**config.mk**
```make
export PLATFORM = sky130hd
export DESIGN_NAME = frag_spi_master
export DESIGN_NICKNAME = d
export VERILOG_FILES = /design/src/rtl/frag_spi_pkg.sv /design/src/rtl/spi_half_timer.sv /design/src/rtl/spi_frag_shifter.sv /design/src/rtl/frag_spi_master.sv
export SDC_FILE = /design/constraint.sdc
export NUM_CORES = 1
export LEC_CHECK = 0
export ABC_AREA = 0
export BUFFER_PORTS_ARGS = -buffer_cell sky130_fd_sc_hd__buf_2
export CORE_MARGIN = 2
export CORE_UTILIZATION = 52
export CTS_BUF_LIST = sky130_fd_sc_hd__clkbuf_4 sky130_fd_sc_hd__clkbuf_8
export DETAILED_ROUTE_END_ITERATION = 6
export PLACE_DENSITY_LB_ADDON = 0.15
export RECOVER_POWER = 100
export SETUP_SLACK_MARGIN = 0.05
export SLEW_MARGIN = 10
export SYNTH_ARGS = -nofsm -noshare
export SYNTH_HDL_FRONTEND = slang
export SYNTH_SLANG_ARGS = --single-unit
export TNS_END_PERCENT = 50
```
**constraint.sdc**
```tcl
create_clock -name clk -period 1.8 [get_ports clk]
set_clock_uncertainty 0.1 [all_clocks]
set_input_delay 0.27 -clock clk [delete_from_list [all_inputs] [get_ports clk]]
set_output_delay 0.27 -clock clk [all_outputs]
set_load 0.05 [all_outputs]
```
**src/rtl/frag_spi_pkg.sv**
```systemverilog
package frag_spi_pkg;

    typedef enum logic [2:0] {
        PH_IDLE,   // chip select released
        PH_PARK,   // chip select held, waiting for the next command
        PH_LOW,    // SCLK low half period, MISO sampled at its end
        PH_HIGH,   // SCLK high half period, MOSI advances at its end
        PH_TAIL    // SCLK low hold time before chip select release
    } phase_e;

endpackage

```
**src/rtl/spi_half_timer.sv**
```systemverilog
module spi_half_timer #(
    parameter int HALF = 2
) (
    input  logic clk,
    input  logic rst_n,
    input  logic en,
    output logic tick
);
    localparam int CW = (HALF > 1) ? $clog2(HALF) : 1;

    generate
        if (HALF == 1) begin : g_single
            assign tick = en;
        end else begin : g_count
            logic [CW-1:0] cnt_d, cnt_q;

            always_comb begin
                cnt_d = cnt_q;
                if (!en) begin
                    cnt_d = '0;
                end else if (cnt_q == CW'(HALF - 1)) begin
                    cnt_d = '0;
                end else begin
                    cnt_d = cnt_q + 1'b1;
                end
            end

            always_ff @(posedge clk or negedge rst_n) begin
                if (!rst_n) cnt_q <= '0;
                else        cnt_q <= cnt_d;
            end

            assign tick = en && (cnt_q == CW'(HALF - 1));
        end
    endgenerate
endmodule

```
**src/rtl/spi_frag_shifter.sv**
```systemverilog
module spi_frag_shifter #(
    parameter int DW = 32
) (
    input  logic          clk,
    input  logic          rst_n,
    input  logic          load,
    input  logic [DW-1:0] wdata,
    input  logic          sample,
    input  logic          miso,
    input  logic          advance,
    output logic          mosi,
    output logic [DW-1:0] rx
);
    typedef struct packed {
        logic [DW-1:0] tx;
        logic [DW-1:0] rx;
    } shreg_t;

    shreg_t s_d, s_q;

    always_comb begin
        s_d = s_q;
        if (load) begin
            s_d.tx = wdata;
            s_d.rx = '0;
        end else begin
            if (sample)  s_d.rx = {s_q.rx[DW-2:0], miso};
            if (advance) s_d.tx = {s_q.tx[DW-2:0], 1'b0};
        end
    end

    always_ff @(posedge clk or negedge rst_n) begin
        if (!rst_n) s_q <= '0;
        else        s_q <= s_d;
    end

    assign mosi = s_q.tx[DW-1];
    assign rx   = s_q.rx;
endmodule

```
**src/rtl/frag_spi_master.sv**
```systemverilog
module frag_spi_master
    import frag_spi_pkg::*;
#(
    parameter int DW    = 32,
    parameter int DIV   = 4,
    parameter int LEN_W = $clog2(DW + 1)
) (
    input  logic             clk,
    input  logic             rst_n,
    input  logic             cmd_valid,
    output logic             cmd_ready,
    input  logic [LEN_W-1:0] cmd_len,
    input  logic             cmd_eop,
    input  logic             cmd_wo,
    input  logic [DW-1:0]    cmd_wdata,
    output logic             rd_valid,
    input  logic             rd_ready,
    output logic [DW-1:0]    rd_data,
    output logic             sclk,
    output logic             mosi,
    input  logic             miso,
    output logic             cs_n,
    output logic             busy
);
    localparam int HALF = (DIV < 2) ? 1 : DIV / 2;

    typedef struct packed {
        phase_e           ph;
        logic [LEN_W-1:0] left;
        logic             eop;
        logic             wo;
        logic             rdv;
        logic [DW-1:0]    rdd;
    } ctl_t;

    ctl_t c_d, c_q;

    logic          tick;
    logic          timer_en;
    logic          load, sample, advance;
    logic          accept;
    logic [DW-1:0] rx_word;
    logic [LEN_W-1:0] len_c;

    assign timer_en = (c_q.ph == PH_LOW) || (c_q.ph == PH_HIGH) || (c_q.ph == PH_TAIL);
    assign cmd_ready = ((c_q.ph == PH_IDLE) || (c_q.ph == PH_PARK)) && !c_q.rdv;
    assign accept    = cmd_valid && cmd_ready;
    assign len_c     = (cmd_len > LEN_W'(DW)) ? LEN_W'(DW) : cmd_len;

    always_comb begin
        c_d     = c_q;
        load    = 1'b0;
        sample  = 1'b0;
        advance = 1'b0;
        if (c_q.rdv && rd_ready) c_d.rdv = 1'b0;
        unique case (c_q.ph)
            PH_IDLE, PH_PARK: begin
                if (accept) begin
                    load     = 1'b1;
                    c_d.left = len_c;
                    c_d.eop  = cmd_eop;
                    c_d.wo   = cmd_wo;
                    if (len_c != '0)          c_d.ph = PH_LOW;
                    else if (!cmd_eop)        c_d.ph = PH_PARK;
                    else if (c_q.ph == PH_PARK) c_d.ph = PH_TAIL;
                    else                      c_d.ph = PH_IDLE;
                end
            end
            PH_LOW: begin
                if (tick) begin
                    sample = 1'b1;
                    c_d.ph = PH_HIGH;
                end
            end
            PH_HIGH: begin
                if (tick) begin
                    advance  = 1'b1;
                    c_d.left = c_q.left - 1'b1;
                    if (c_q.left == LEN_W'(1)) begin
                        if (!c_q.wo) begin
                            c_d.rdv = 1'b1;
                            c_d.rdd = rx_word;
                        end
                        c_d.ph = c_q.eop ? PH_TAIL : PH_PARK;
                    end else begin
                        c_d.ph = PH_LOW;
                    end
                end
            end
            PH_TAIL: begin
                if (tick) c_d.ph = PH_IDLE;
            end
            default: c_d.ph = PH_IDLE;
        endcase
    end

    always_ff @(posedge clk or negedge rst_n) begin
        if (!rst_n) begin
            c_q    <= '0;
            c_q.ph <= PH_IDLE;
        end else begin
            c_q <= c_d;
        end
    end

    spi_half_timer #(.HALF(HALF)) u_timer (
        .clk   (clk),
        .rst_n (rst_n),
        .en    (timer_en),
        .tick  (tick)
    );

    spi_frag_shifter #(.DW(DW)) u_shift (
        .clk     (clk),
        .rst_n   (rst_n),
        .load    (load),
        .wdata   (cmd_wdata),
        .sample  (sample),
        .miso    (miso),
        .advance (advance),
        .mosi    (mosi),
        .rx      (rx_word)
    );

    assign sclk     = (c_q.ph == PH_HIGH);
    assign cs_n     = (c_q.ph == PH_IDLE);
    assign busy     = (c_q.ph != PH_IDLE);
    assign rd_valid = c_q.rdv;
    assign rd_data  = c_q.rdd;
endmodule

```
# Yosys cells after proc, flatten, opt, wreduce, memory -nomap -nowiden
# Cells that the tools add are included.
[totals]
register_bits = 109
inputBits = 45
output_inout_bits = 38
elab_cells = 68
[classes]
n_addsub = 2
n_lt_le_gt_ge = 1
n_eq_ne = 9
n_mux = 27
bitwise_logic = 1
reduce_logical = 19
[ops]
columns = ["operator", "count"]
rows = [
  ["two-way mux 33 bit", 4],
  ["two-way mux 32 bit", 2],
  ["two-way mux 64 bit", 1],
  ["two-way mux 3 bit", 7],
  ["case mux 3 bit (4 select lines)", 1],
  ["case mux 6 bit (2 select lines)", 1],
  ["two-way mux 11 bit", 1],
  ["two-way mux 9 bit", 1],
  ["two-way mux 1 bit", 8],
  ["AND reduction 4 bit", 2],
  ["== test 3 x 2 -> 1 bit, second input constant", 2],
  ["== test 6 x 1 -> 1 bit, second input constant", 1],
  ["> comparator 6 bit, second input constant", 1],
  ["two-way mux 6 bit", 1],
  ["!= test 2 bit, second input constant", 3],
  ["nonzero test 2 bit", 3],
  ["nonzero test 6 bit", 1],
  ["subtractor 6 x 1 -> 6 bit, second input constant", 1],
  ["logical AND 1 bit", 4],
  ["== test 3 x 1 -> 1 bit, second input constant", 1],
  ["== test 3 bit, second input constant", 1],
  ["zero test 3 bit", 1],
  ["logical OR 1 bit", 3],
  ["AND reduction 3 bit", 1],
  ["7 further kinds", 7],
]

# Logic depth before layout (Yosys ltp)
[depth]
ltp_word = 8
depth_mapped = 6
ltp_nobuf = 6

# Hierarchy
# From an unflattened synthesis, not the netlist that was laid out.
[unflattened]
cells_unflattened = 465
area_unflattened_um2 = 5331.4
[by_module_without_submodules]
columns = ["module", "instances", "cells_per_inst", "area_each_um2", "seq_area_each_um2"]
rows = [
  ["spi_frag_shifter", 1, 274, 3065.4, 1601.5],
  ["frag_spi_master", 1, 188, 2224.6, 1101.1],
  ["spi_half_timer", 1, 3, 41.3, 25.0],
]

# Worst setup path before layout
# No wires, ideal clock.
[synth_timing]
path_kind = "reg-to-reg"
from = "reg c_q, in the netlist rd_valid"
to = "reg u_shift.s_q, in the netlist u_shift.rx[0]"
setup_time_ns = 0.121
t_arrival_ns = 2.664
t_required_ns = 1.579
slack_ns = -1.085
stages_incl_launch_ff = 7
n_path_buf = 2
synth_period_minus_slack_ns = 2.885
cell_sequence = "dfrtp_1 nor3_1 and2_1 buf_2 nor2_1 buf_2 a22o_1"
[synth_between]
elab_chain_cells = 6
elab_cells_between_ends = 7
classes_between = "mux (3); reduce/logical (4)"
[synth_lines]
columns = ["item", "line", "text"]
rows = [
  ["from (decl)", "frag_spi_master.sv:36", "ctl_t c_d, c_q;"],
  ["zero test 1 bit *", "frag_spi_master.sv:46", "assign cmd_ready = ((c_q.ph == PH_IDLE) || (c_q.ph == PH_PARK)) && !c_q.rdv;"],
  ["logical AND 1 bit *", "frag_spi_master.sv:46", ""],
  ["net cmd_ready", "frag_spi_master.sv:11", "output logic cmd_ready,"],
  ["logical AND 1 bit *", "frag_spi_master.sv:47", "assign accept = cmd_valid && cmd_ready;"],
  ["two-way mux 1 bit *", "frag_spi_master.sv:58", "if (accept) begin"],
  ["two-way mux 1 bit *", "frag_spi_master.sv:56", "unique case (c_q.ph)"],
  ["two-way mux 64 bit or nonzero test 2 bit (tied branches)", "--", ""],
  ["to (signal assigned)", "spi_frag_shifter.sv:33", "if (!rst_n) s_q <= '0;"],
  ["to (signal assigned)", "spi_frag_shifter.sv:34", "else s_q <= s_d;"],
  ["to (decl)", "spi_frag_shifter.sv:19", "shreg_t s_d, s_q;"],
]
# The timed path passes the listed nets; every way through them passes the cells marked *.
# A chain may end at the register's enable or synchronous reset.

# Worst setup path after layout
[layout_timing]
from = "reg c_q[43] in the netlist's numbering"
to = "out cs_n"
[layout_between]
elab_chain_cells = 1
[layout_lines]
columns = ["item", "line", "text"]
rows = [
  ["zero test 3 bit", "frag_spi_master.sv:126", "assign cs_n = (c_q.ph == PH_IDLE);"],
  ["to (decl)", "frag_spi_master.sv:22", "output logic cs_n,"],
]
# Every way passes these cells.

==> results.py <==
metrics = {
    "pwr": {
        "p_int_mw": 5.09,
        "leakage_nw": 2.82,
        "vdd_drop_max_v": 0.000859,
        "power.share.clock": 0.188,
        "pwr-share-seq": 0.436,
        "combPwrFrac": 0.377,
        "pwr_density_cell_nw_per_um2": 1380,
        "swShare": 0.357,
        "power_switching_mw": 2.83,
    },
    "logic_synthesis": {
        "ys_seq_area_frac": 0.570,
        "synthDistinctLibCells": 39,
        "netlist_instances": 397,
        "ys_ff_latch": 109,
        "syn_nets": 444,
        "syn_area_per_cell_um2": 12.0,
        "netlist_area_um2": 4780,
        "yosys_warnings": 0,
    },
    "timing": {
        "period_share": 1.04,
        "worst_pin_slew_ns": 0.967,
        "finalCriticalPeriod_ns": 1.88,
        "hold_ws_ns": 0.00974,
        "fmax_mhz": 532,
        "slew_headroom": 0.356,
        "setup_slack_ns": -0.0793,
        "rsz0062_at_grt": "yes",
        "final-max-slew-violation-count": 0,
        "finalHoldViolations": 0,
        "finalSetupViolCount": 37,
    },
    "route": {
        "routed_via_density": 5.42,
        "routed_wl_um": 9170,
        "post-route-drc-count": 0,
        "vias": 3201,
        "drtIter0Drc": 82,
        "firstDrtPassIters": 4,
        "wl_per_cell_um": 15.5,
        "antenna_left": 0,
    },
    "global_route": {
        "overflow": 0,
        "met1_usage": 0.267,
        "antenna_found_initial": 0,
        "top_usage_layer": "met2",
        "grt_pass1_vias": 3194,
        "grt_use_total": 0.192,
        "use_met2": 0.299,
        "grt.met3_usage": 0.0543,
        "grt_first_pass_wirelength_um": 15400,
        "grt_max_degree": 110,
    },
    "clocking": {
        "cts_max_path_buffers": 2,
        "clock_sinks": 109,
        "root_buffer": "clkbuf_8",
        "clk_latency_ns": 0.37,
        "numCtsBuffers": 9,
        "h-tree-depth": 3,
        "clk_pin_slew_worst_paths_ns": 0.10,
        "cts_tree": "built",
    },
    "run_status": {
        "failed_checks": "negative setup slack",
        "run_status": "finished, violations left",
    },
    "floorplanning": {
        "fp.dieH_um": 99.9,
        "num_io_pins": 83,
        "die-area_um2": 9980,
        "core_um2": 8810,
        "dieWidth_um": 99.9,
        "rows": 34,
        "start_util": 0.543,
    },
    "worst_setup_path": {
        "crit_fanout": 5,
        "arrival_ns": 1.51,
        "path_class": "reg2out",
        "end_kind": "primary output",
        "critical_path.startpoint_type": "register",
        "crit_required_ns": 1.43,
    },
    "place": {
        "dpl.hpwl_um": 5640,
        "globalplace.congestion": 0.898,
        "portBuffers": 82,
        "dp.cells": 555,
    },
    "final_layout": {
        "drive_gt1_frac": 0.294,
        "nNetsFinal": 525,
        "insertedDiodeCount": 0,
        "area_growth_pct": 20.1,
        "post-route-util": 0.652,
        "stdcell_count": 591,
        "n_fill_cell": 714,
    },
    "hold_path": {
        "hold_class": "in2reg",
    },
    "flow_run": {
        "drv_cap": 0,
    },
}
==> stage by stage <==
stage | total power, mW | TNS (ns) | setup WS, ns | cell area, µm²
after floorplan | 5.47 | -14.32 | -0.192 | 4830
after detailed placement | 6.17 | -0.564 | -0.0449 | 5210
after global routing | 8.44 | -4.94 | -0.140 | 5740
after global placement | 6.08 | -0.0178 | -0.00288 | 5210
final | 7.92 | -1.60 | -0.0793 | 5740
after CTS | 7.83 | -2.68 | -0.0889 | 5640
==> logic make-up (layout without fill, tap and decap cells) <==
| group | count (synthesis) | count (layout) | share of synthesized area |
|---|---|---|---|
| adder cells (fa/ha/maj) | 2 | 2 | 0.00523 |
| AND/OR/NAND/NOR | 74 | 74 | 0.0777 |
| multiplexers | 63 | 63 | 0.140 |
| buffers and inverters | 62 | 148 | 0.0816 |
| XOR/XNOR | 2 | 2 | 0.00366 |
| AO/OA/AOI/OAI | 85 | 85 | 0.121 |
| flip-flops | 109 | 109 | 0.570 |
==> worst max-delay path: stages (launching register included) <==
cell	delay (ns)
dfrtp_2	0.45
buf_6	0.13
or3_4	0.34
inv_2	0.08
buf_8	0.14
==> layout by cell type, fill, tap and decap left out, types with 3 or more instances in the layout <==
| cell | instances |
|---|---|
| dfrtp_1 | 106 |
| buf_2 | 43 |
| nand2_1 | 41 |
| clkbuf_1 | 34 |
| a22o_1 | 33 |
| mux2i_1 | 31 |
| o21ai_0 | 30 |
| buf_4 | 19 |
| mux2_4 | 17 |
| mux2_2 | 15 |
| dlygate4sd3_1 | 14 |
| clkbuf_8 | 9 |
| nor2_1 | 7 |
| o21ai_1 | 6 |
| buf_6 | 6 |
| inv_1 | 5 |
| a21oi_1 | 5 |
| nand3b_1 | 4 |
| nor2_4 | 3 |
| nor3_4 | 3 |
| dfrtp_2 | 3 |
| clkinvlp_4 | 3 |
| clkbuf_4 | 3 |
| clkbuf_16 | 3 |
==> cell type report <==
class | instances | area, µm² | area share
Clock buffer | 11 | 139 | 0.0242
Clock inverter | 5 | 61.3 | 0.0107
Inverter | 6 | 22.5 | 0.00392
Multi-Input combinational cell | 226 | 1790 | 0.311
Sequential cell | 109 | 2730 | 0.476
Tap cell | 108 | 135 | 0.0235
Timing Repair Buffer | 126 | 868 | 0.151
==> layer usage <==
metal	vias up	wire length (µm)	part of all wire
li1	1533	-	-
met1	1595	4370	0.48
met2	59	4290	0.47
met3	14	377	0.041
met4	0	136	0.015
met5	-	0	0
==> Yosys cell counts <==
| library cell | instances | share of area |
|---|---|---|
| o21a_1 | 1 | 0.0016 |
| a22o_1 | 33 | 0.060 |
| or4_1 | 1 | 0.0016 |
| mux2_1 | 1 | 0.0024 |
| nor3b_2 | 1 | 0.0026 |
| a31oi_1 | 1 | 0.0013 |
| o21ai_0 | 36 | 0.038 |
| nand2b_1 | 2 | 0.0026 |
| buf_4 | 34 | 0.053 |
| o2bb2ai_1 | 1 | 0.0018 |
| a21oi_1 | 5 | 0.0052 |
| or4b_1 | 1 | 0.0021 |
| nor4_1 | 2 | 0.0026 |
| nor2_1 | 10 | 0.0078 |
| nand4b_1 | 1 | 0.0018 |
| dfrtp_1 | 109 | 0.57 |
| nand3b_1 | 4 | 0.0063 |
| or3_1 | 2 | 0.0026 |
| and2_1 | 2 | 0.0026 |
| clkbuf_1 | 11 | 0.0086 |
| mux2i_1 | 31 | 0.065 |
| o31ai_1 | 1 | 0.0016 |
| nand2_1 | 41 | 0.032 |
| xnor2_1 | 2 | 0.0037 |
| nor3_4 | 2 | 0.0068 |
| buf_1 | 2 | 0.0016 |
| buf_6 | 3 | 0.0071 |
| or3b_2 | 1 | 0.0018 |
| a41oi_1 | 1 | 0.0018 |
| buf_2 | 6 | 0.0063 |
| a32oi_1 | 2 | 0.0037 |
| a21o_1 | 2 | 0.0031 |
| inv_1 | 6 | 0.0047 |
| a221oi_1 | 1 | 0.0018 |
| o22ai_1 | 1 | 0.0013 |
| nor3_1 | 3 | 0.0031 |
| ha_1 | 2 | 0.0052 |
| mux2_2 | 31 | 0.073 |
| nand3_1 | 1 | 0.0010 |
==> state kept, by name, summed over array words and instances (netlist names) <==
| name | cells |
|---|---|
| u_timer.g_count.cnt_q | 1 |
| u_shift.rx | 32 |
| rd_valid | 1 |
| c_q | 11 |
| rd_data | 32 |
| u_shift.s_q | 31 |
| u_shift.mosi | 1 |
==> path summary, 6_finish.rpt <==
check | start | to | slack (ns) | cells past startpoint
hold / removal | cmd_wdata[14] | u_shift.s_q[46]$_DFFE_PN0P_ | 0.01 | 3
setup / recovery | c_q[43]$_DFFE_PN0P_ | cs_n | -0.08 | 4
min in group asynchronous | rst_n | u_shift.s_q[61]$_DFFE_PN0P_ | 0.55 | 3
setup reg to reg | c_q[43]$_DFFE_PN0P_ | rd_data[21]$_DFFE_PN0P_ | -0.08 | 6
max in group asynchronous | rst_n | c_q[43]$_DFFE_PN0P_ | 0.32 | 3
hold reg to reg | c_q[34]$_DFFE_PN0P_ | c_q[34]$_DFFE_PN0P_ | 0.41 | 2
==> power groups by stage <==
| stage | sequential, mW | combinational, mW | clock (mW) |
|---|---|---|---|
| final | 3.45 | 2.98 | 1.49 |
| after global routing | 3.53 | 3.28 | 1.63 |
| after CTS | 3.45 | 2.86 | 1.53 |
| after detailed placement | 3.49 | 2.68 | 0 |
| after global placement | 3.46 | 2.62 | 0 |
| after floorplan | 3.43 | 2.04 | 0 |
==> what timing repair did <==
| item | CTS | global route |
|---|---|---|
| gates resized for setup | 25 | 24 |
| setup buffers | 3 | 1 |
| pin swaps | 2 | 9 |
| endpoints found under the hold margin | 122 | 0 |
| cloned | 0 | 3 |
| hold buffers | 14 | 0 |
| setup endpoints to repair | 72 | 105 |
Power figures use the tool's default switching activity.
